[config.mk]
export PLATFORM = sky130hd
export DESIGN_NAME = supv_reset_ctrl
export DESIGN_NICKNAME = d
export VERILOG_FILES = /design/src/rtl/supv_pkg.sv /design/src/rtl/supv_datapath.sv /design/src/rtl/supv_ctrl.sv /design/src/rtl/supv_reset_ctrl.sv
export SDC_FILE = /design/constraint.sdc
export NUM_CORES = 1
export LEC_CHECK = 0
export BUFFER_PORTS_ARGS = -buffer_cell sky130_fd_sc_hd__buf_4
export CAP_MARGIN = 30
export CORE_UTILIZATION = 56
export DETAILED_ROUTE_END_ITERATION = 16
export PLACE_DENSITY = 0.83
export SLEW_MARGIN = 20
export SYNTH_ARGS = -nofsm -noshare
export SYNTH_HDL_FRONTEND = slang
export SYNTH_SLANG_ARGS = --single-unit
[constraint.sdc]
create_clock -name clk -period 3.1 [get_ports clk]
set_clock_uncertainty 0.15 [all_clocks]
set_input_delay 0.31 -clock clk [delete_from_list [all_inputs] [get_ports clk]]
set_output_delay 0.31 -clock clk [all_outputs]
set_load 0.02 [all_outputs]
[src/rtl/supv_pkg.sv]
package supv_pkg;

  localparam int WDSRC_OFF  = 0;
  localparam int WDSRC_KICK = 1;
  localparam int WDSRC_CS   = 2;

  typedef enum logic [1:0] {
    ST_HOLD    = 2'd0,
    ST_STRETCH = 2'd1,
    ST_RUN     = 2'd2
  } supvState_e;

  typedef struct packed {
    logic runStretch;
    logic runWdog;
  } ctrlStrobes_t;

endpackage

[src/rtl/supv_datapath.sv]
module supv_datapath
  import supv_pkg::*;
#(
  parameter int GLITCH_CYCLES = 2,
  parameter int TICK_DIV      = 10000,
  parameter int STRETCH_TICKS = 200,
  parameter int WDOG_TICKS    = 1600,
  parameter int WDOG_SRC      = WDSRC_KICK,
  parameter int WCW           = $clog2(WDOG_TICKS + 1)
) (
  input  logic           clk,
  input  logic           arstN,
  input  logic           supplyOk,
  input  logic           extRstN,
  input  logic           wdKick,
  input  logic           chipSel,
  input  ctrlStrobes_t   stb,
  output logic           supplyGood,
  output logic           extActive,
  output logic           stretchDone,
  output logic           wdogExpired,
  output logic [WCW-1:0] wdCnt
);

  localparam int GCW = $clog2(GLITCH_CYCLES + 1);
  localparam int SCW = $clog2(STRETCH_TICKS + 1);

  logic [1:0]     supSh;
  logic [1:0]     extSh;
  logic [GCW-1:0] glCnt;
  logic [SCW-1:0] stCnt;
  logic           tick;
  logic           activity;

  // input synchronisers
  always_ff @(posedge clk or negedge arstN) begin
    if (!arstN) begin
      supSh <= 2'b00;
      extSh <= 2'b11;
    end else begin
      supSh <= {supSh[0], supplyOk};
      extSh <= {extSh[0], extRstN};
    end
  end
  assign extActive = ~extSh[1];

  // glitch filter: new level accepted after GLITCH_CYCLES agreeing samples
  always_ff @(posedge clk or negedge arstN) begin
    if (!arstN) begin
      supplyGood <= 1'b0;
      glCnt      <= '0;
    end else if (supSh[1] == supplyGood) begin
      glCnt <= '0;
    end else if (glCnt == GCW'(GLITCH_CYCLES - 1)) begin
      supplyGood <= supSh[1];
      glCnt      <= '0;
    end else begin
      glCnt <= glCnt + 1'b1;
    end
  end

  // prescaler
  generate
    if (TICK_DIV == 1) begin : g_noDiv
      assign tick = 1'b1;
    end else begin : g_div
      localparam int PCW = $clog2(TICK_DIV + 1);
      logic [PCW-1:0] preCnt;
      always_ff @(posedge clk or negedge arstN) begin
        if (!arstN)                              preCnt <= '0;
        else if (preCnt == PCW'(TICK_DIV - 1))   preCnt <= '0;
        else                                     preCnt <= preCnt + 1'b1;
      end
      assign tick = (preCnt == PCW'(TICK_DIV - 1));
    end
  endgenerate

  // reset stretch counter
  always_ff @(posedge clk or negedge arstN) begin
    if (!arstN)                                   stCnt <= '0;
    else if (!stb.runStretch)                     stCnt <= '0;
    else if (tick && stCnt != SCW'(STRETCH_TICKS - 1)) stCnt <= stCnt + 1'b1;
  end
  assign stretchDone = stb.runStretch && tick && (stCnt == SCW'(STRETCH_TICKS - 1));

  // watchdog source selection and counter
  logic unusedSrc;
  assign unusedSrc = wdKick ^ chipSel;

  generate
    if (WDOG_SRC == WDSRC_OFF) begin : g_wdOff
      assign activity    = 1'b0;
      assign wdCnt       = '0;
      assign wdogExpired = 1'b0;
    end else begin : g_wdOn
      logic [2:0]     srcSh;
      logic [WCW-1:0] wdReg;
      logic           srcBit;
      assign srcBit = (WDOG_SRC == WDSRC_CS) ? chipSel : wdKick;
      always_ff @(posedge clk or negedge arstN) begin
        if (!arstN) srcSh <= 3'b000;
        else        srcSh <= {srcSh[1:0], srcBit};
      end
      assign activity = srcSh[2] ^ srcSh[1];
      always_ff @(posedge clk or negedge arstN) begin
        if (!arstN)                                     wdReg <= '0;
        else if (!stb.runWdog || activity)              wdReg <= '0;
        else if (tick && wdReg != WCW'(WDOG_TICKS - 1)) wdReg <= wdReg + 1'b1;
      end
      assign wdCnt       = wdReg;
      assign wdogExpired = stb.runWdog && !activity && tick &&
                           (wdReg == WCW'(WDOG_TICKS - 1));
    end
  endgenerate

endmodule

[src/rtl/supv_ctrl.sv]
module supv_ctrl
  import supv_pkg::*;
(
  input  logic         clk,
  input  logic         arstN,
  input  logic         supplyGood,
  input  logic         extActive,
  input  logic         stretchDone,
  input  logic         wdogExpired,
  output ctrlStrobes_t stb,
  output logic         rstActive
);

  supvState_e state;
  supvState_e stateNxt;

  always_comb begin
    stateNxt = state;
    unique case (state)
      ST_HOLD:    if (supplyGood) stateNxt = ST_STRETCH;
      ST_STRETCH: begin
        if (!supplyGood)      stateNxt = ST_HOLD;
        else if (stretchDone) stateNxt = ST_RUN;
      end
      ST_RUN: begin
        if (!supplyGood)                   stateNxt = ST_HOLD;
        else if (extActive || wdogExpired) stateNxt = ST_STRETCH;
      end
      default:                             stateNxt = ST_HOLD;
    endcase
  end

  always_ff @(posedge clk or negedge arstN) begin
    if (!arstN) state <= ST_HOLD;
    else        state <= stateNxt;
  end

  assign stb.runStretch = (state == ST_STRETCH);
  assign stb.runWdog    = (state == ST_RUN);
  assign rstActive      = (state != ST_RUN);

endmodule

[src/rtl/supv_reset_ctrl.sv]
module supv_reset_ctrl
  import supv_pkg::*;
#(
  parameter int GLITCH_CYCLES = 2,
  parameter int TICK_DIV      = 10000,
  parameter int STRETCH_TICKS = 200,
  parameter int WDOG_TICKS    = 1600,
  parameter int WDOG_SRC      = WDSRC_KICK
) (
  input  logic clk,
  input  logic arstN,
  input  logic supplyOk,
  input  logic extRstN,
  input  logic wdKick,
  input  logic chipSel,
  output logic rstOut,
  output logic rstOutN,
  output logic rstDriveEn
);

  localparam int WCW = $clog2(WDOG_TICKS + 1);

  ctrlStrobes_t   stb;
  logic           supplyGood;
  logic           extActive;
  logic           stretchDone;
  logic           wdogExpired;
  logic [WCW-1:0] wdCnt;
  logic           rstActive;

  supv_datapath #(
    .GLITCH_CYCLES(GLITCH_CYCLES),
    .TICK_DIV     (TICK_DIV),
    .STRETCH_TICKS(STRETCH_TICKS),
    .WDOG_TICKS   (WDOG_TICKS),
    .WDOG_SRC     (WDOG_SRC),
    .WCW          (WCW)
  ) dp_i (
    .clk        (clk),
    .arstN      (arstN),
    .supplyOk   (supplyOk),
    .extRstN    (extRstN),
    .wdKick     (wdKick),
    .chipSel    (chipSel),
    .stb        (stb),
    .supplyGood (supplyGood),
    .extActive  (extActive),
    .stretchDone(stretchDone),
    .wdogExpired(wdogExpired),
    .wdCnt      (wdCnt)
  );

  supv_ctrl ctrl_i (
    .clk        (clk),
    .arstN      (arstN),
    .supplyGood (supplyGood),
    .extActive  (extActive),
    .stretchDone(stretchDone),
    .wdogExpired(wdogExpired),
    .stb        (stb),
    .rstActive  (rstActive)
  );

  assign rstOut     = rstActive;
  assign rstOutN    = ~rstActive;
  assign rstDriveEn = rstActive;

endmodule

==> impl_metrics.json <==
{
  "outcome": "finished clean",
  "required_ns": 3.12,
  "die_y_microns": 64.0,
  "maxCapViolations": 0,
  "cts_buffers": 5,
  "end_kind": "flip-flop",
  "design_area_sq_mm": 0.00242,
  "met3_usage_pct": 4.82,
  "ys_warn_count": 0,
  "wl_per_cell_microns": 14.8,
  "r2r_cells": 6,
  "synth.distinct_cells": 40,
  "fin_crit_ns": 2.74,
  "post-route-drc-count": 0,
  "hold_violations": 0,
  "cts_buffer_depth": 2,
  "use_met1_pct": 27.9,
  "fmax_mhz": 366,
  "grt_pass1_vias": 1502,
  "viasPerCell": 6.02,
  "port_buffers": 7,
  "hpwl_microns": 2600,
  "antenna_found_initial": 0,
  "cp-start-kind": "flip-flop",
  "r2r_start": "dp_i.g_div.preCnt[0]$_DFF_PN0_",
  "grt_pass1_wl_microns": 6730,
  "ant_nets": 0,
  "worstReg2RegEnd": "ctrl_i.state[1]$_DFFE_PN0P_",
  "whs_path_depth": 0,
  "arrival_ns": 2.75,
  "max_slew_margin_pct": 51.2,
  "drive_above_1_share_pct": 11.3,
  "root_buffer": "clkbuf_8",
  "path_max_fanout": 33,
  "htreeDepth": 2,
  "synthCells": 209,
  "syn-cell-area_sq_mm": 0.00215,
  "grtUsageTotal_pct": 21.6,
  "report.final.slew_viol_count": 0,
  "area_growth_pct": 12.3,
  "fillers": 284,
  "cts_num_sinks": 45,
  "powerDensity_mw_per_mm2": 522,
  "grt_max_degree": 46,
  "hold-path-endpoint": "dp_i.supSh[1]$_DFF_PN0_",
  "place_area_sq_mm": 0.00224,
  "initial_core_util_pct": 58.4,
  "async_flop_share_pct": 100,
  "vias": 1620,
  "busiest_layer": "met2",
  "drt_pass1_iterations": 4,
  "insertion_delay_ns": 0.30,
  "regArea_sq_mm": 0.00113,
  "drtIter0Drc": 153,
  "period_share_pct": 88.2,
  "synth_nets": 218,
  "antenna_cells": 0,
  "row_count": 22,
  "die_w_microns": 64.0,
  "seq_area_frac_synth_pct": 52.4,
  "p_leak_nw": 1.00,
  "vdd_drop_max_uv": 428,
  "synth_seq_cells": 45,
  "die_area_sq_mm": 0.00410,
  "worst_pin_slew_ns": 0.726,
  "use_met2_pct": 35.0,
  "worstSetupPathType": "flip-flop to flip-flop",
  "gp_congestion": 0.817,
  "synth_flop_cell": "dfrtp_1",
  "io_pins": 9,
  "post_cts_resized": 0,
  "synth_edf_count": 0,
  "routed_wl_microns": 3990,
  "rrSetupSlack_ns": 0.36,
  "synth.avg_cell_area_sq_um": 10.3,
  "multiInputGateArea_sq_um": 970,
  "clk_pin_slew_ns": 0.08,
  "rsz0062_at_grt": "no",
  "cts_tree": "yes",
  "hold_class": "flip-flop to flip-flop",
  "hold_start": "dp_i.supSh[0]$_DFF_PN0_",
  "setup_violations": 0,
  "fin_tns_setup_ns": 0,
  "overflow": 0,
  "core_area_sq_mm": 0.00369,
  "final_nets": 229
}
## sequential cells by signal, summed over array words and instances, names as in the netlist
name and cells:
ctrl_i.state 2, dp_i.extSh 2, dp_i.g_div.preCnt 14, dp_i.g_wdOn.srcSh 3, dp_i.glCnt 2, dp_i.stCnt 8
dp_i.supSh 2, dp_i.supplyGood 1, dp_i.wdCnt 11
## critical path, cell delays in order, from the launching register on
cell     delay (ns)
dfrtp_1        0.47
ha_1           0.33
nand3_1        0.20
or4_1          0.56
buf_4          0.25
nor4_1         0.49
o32ai_1        0.15
## layer usage
metal  up-vias  part of all wire [%]
met2        21                    48
met3         8                   2.6
met5         -                     0
met1       789                    48
met4         0                   1.5
li1        802                     -
## worst max-delay path by stage
stage | from | endpoint | slack (ns) | cells past startpoint
2_1_floorplan | dp_i.g_div.preCnt[7]$_DFF_PN0_ | dp_i.wdCnt[5]$_DFFE_PN0P_ | 0.58 | 7
3_3_place_gp | dp_i.g_div.preCnt[0]$_DFF_PN0_ | dp_i.wdCnt[8]$_DFFE_PN0P_ | 0.46 | 6
3_5_place_dp | dp_i.g_div.preCnt[0]$_DFF_PN0_ | dp_i.wdCnt[8]$_DFFE_PN0P_ | 0.40 | 6
4_1_cts | dp_i.g_div.preCnt[0]$_DFF_PN0_ | dp_i.wdCnt[8]$_DFFE_PN0P_ | 0.38 | 6
5_1_grt | dp_i.g_div.preCnt[0]$_DFF_PN0_ | dp_i.wdCnt[3]$_DFFE_PN0P_ | 0.20 | 6
6_report | dp_i.g_div.preCnt[0]$_DFF_PN0_ | ctrl_i.state[1]$_DFFE_PN0P_ | 0.36 | 6
## through the flow
step	worst slack [ns]	std cells	util (%)	power, mW	hold WS, ns
after floorplan	0.577	209	-	0.716	-0.136
after global placement	0.457	257	60.9	0.749	0.184
after detailed placement	0.403	257	60.9	0.755	0.188
after CTS	0.378	269	65.6	1.28	0.209
after global routing	0.204	269	65.6	1.32	0.213
final	0.364	269	65.6	1.26	0.204
## where the power goes
group	internal [mW]	switching [mW]
clock	0.320	0.193
combinational	0.0496	0.0642
sequential	0.612	0.0244
total	0.981	0.281
## cells by family (layout without fill, tap and decap cells)
kind of cell	count (synthesis)	in the layout	share of synthesized area [%]
AO/OA/AOI/OAI	42	42	12.9
adder cells (fa/ha/maj)	3	3	1.74
buffers and inverters	13	25	2.90
multiplexers	2	2	0.987
AND/OR/NAND/NOR	93	93	24.6
flip-flops	45	45	52.4
XOR/XNOR	11	11	4.47
## timing repair
action,4_1_cts,5_1_grt
setup endpoints to repair,0,0
hold endpoints to repair,46,0
setup buffers,0,0
hold buffers,4,0
## placed cells by master, fill, tap and decap left out, drive strengths merged, types with 2 or more instances in the layout
master       netlist  final
xnor2              6      6
buf                5     10
dfstp              2      2
dlygate4sd3        0      4
nand4              6      6
or2                3      3
o21ai              7      7
o41ai              4      4
nor2b              4      4
nand2b             5      5
ha                 3      3
and2               4      4
inv                3      3
or3                6      6
dfrtp             43     43
and3               7      7
nand2             18     18
nor4               4      4
clkbuf             5      5
o311ai             5      5
o31ai              9      9
a21oi             13     13
and4               3      3
xor2               5      5
bufinv             0      2
or4                9      9
nor2               8      8
nand3             11     11
## synth_stat cells, types with 2 or more instances
library cell	number	share of area, %
clkbuf_1	5	0.87
o21ai_0	7	1.6
nor2_1	8	1.4
o41ai_1	4	1.6
dfstp_2	2	2.4
xnor2_1	6	2.4
or2_2	3	0.87
o31ai_1	9	3.1
xor2_1	5	2.0
and2_1	4	1.2
dfrtp_1	43	50
nand2_1	18	3.1
and4_1	3	1.2
or4_1	9	3.1
and3_1	7	2.0
nand3_1	11	2.6
inv_1	3	0.52
nand4_1	6	1.7
o311ai_0	5	2.0
buf_2	2	0.46
ha_1	3	1.7
or3_1	6	1.7
a21oi_1	13	3.0
nor2b_1	4	1.2
nand2b_1	5	1.5
nor4_1	4	1.2
## cell type report
cell class / instances / area share [%]
Multi-Input combinational cell: 151 / 40.1
Clock buffer: 5 / 2.85
Tap cell: 48 / 2.48
Sequential cell: 45 / 46.7
Clock inverter: 3 / 2.69
Inverter: 3 / 0.466
Timing Repair Buffer: 14 / 4.76
Power figures use the tool's default switching activity.
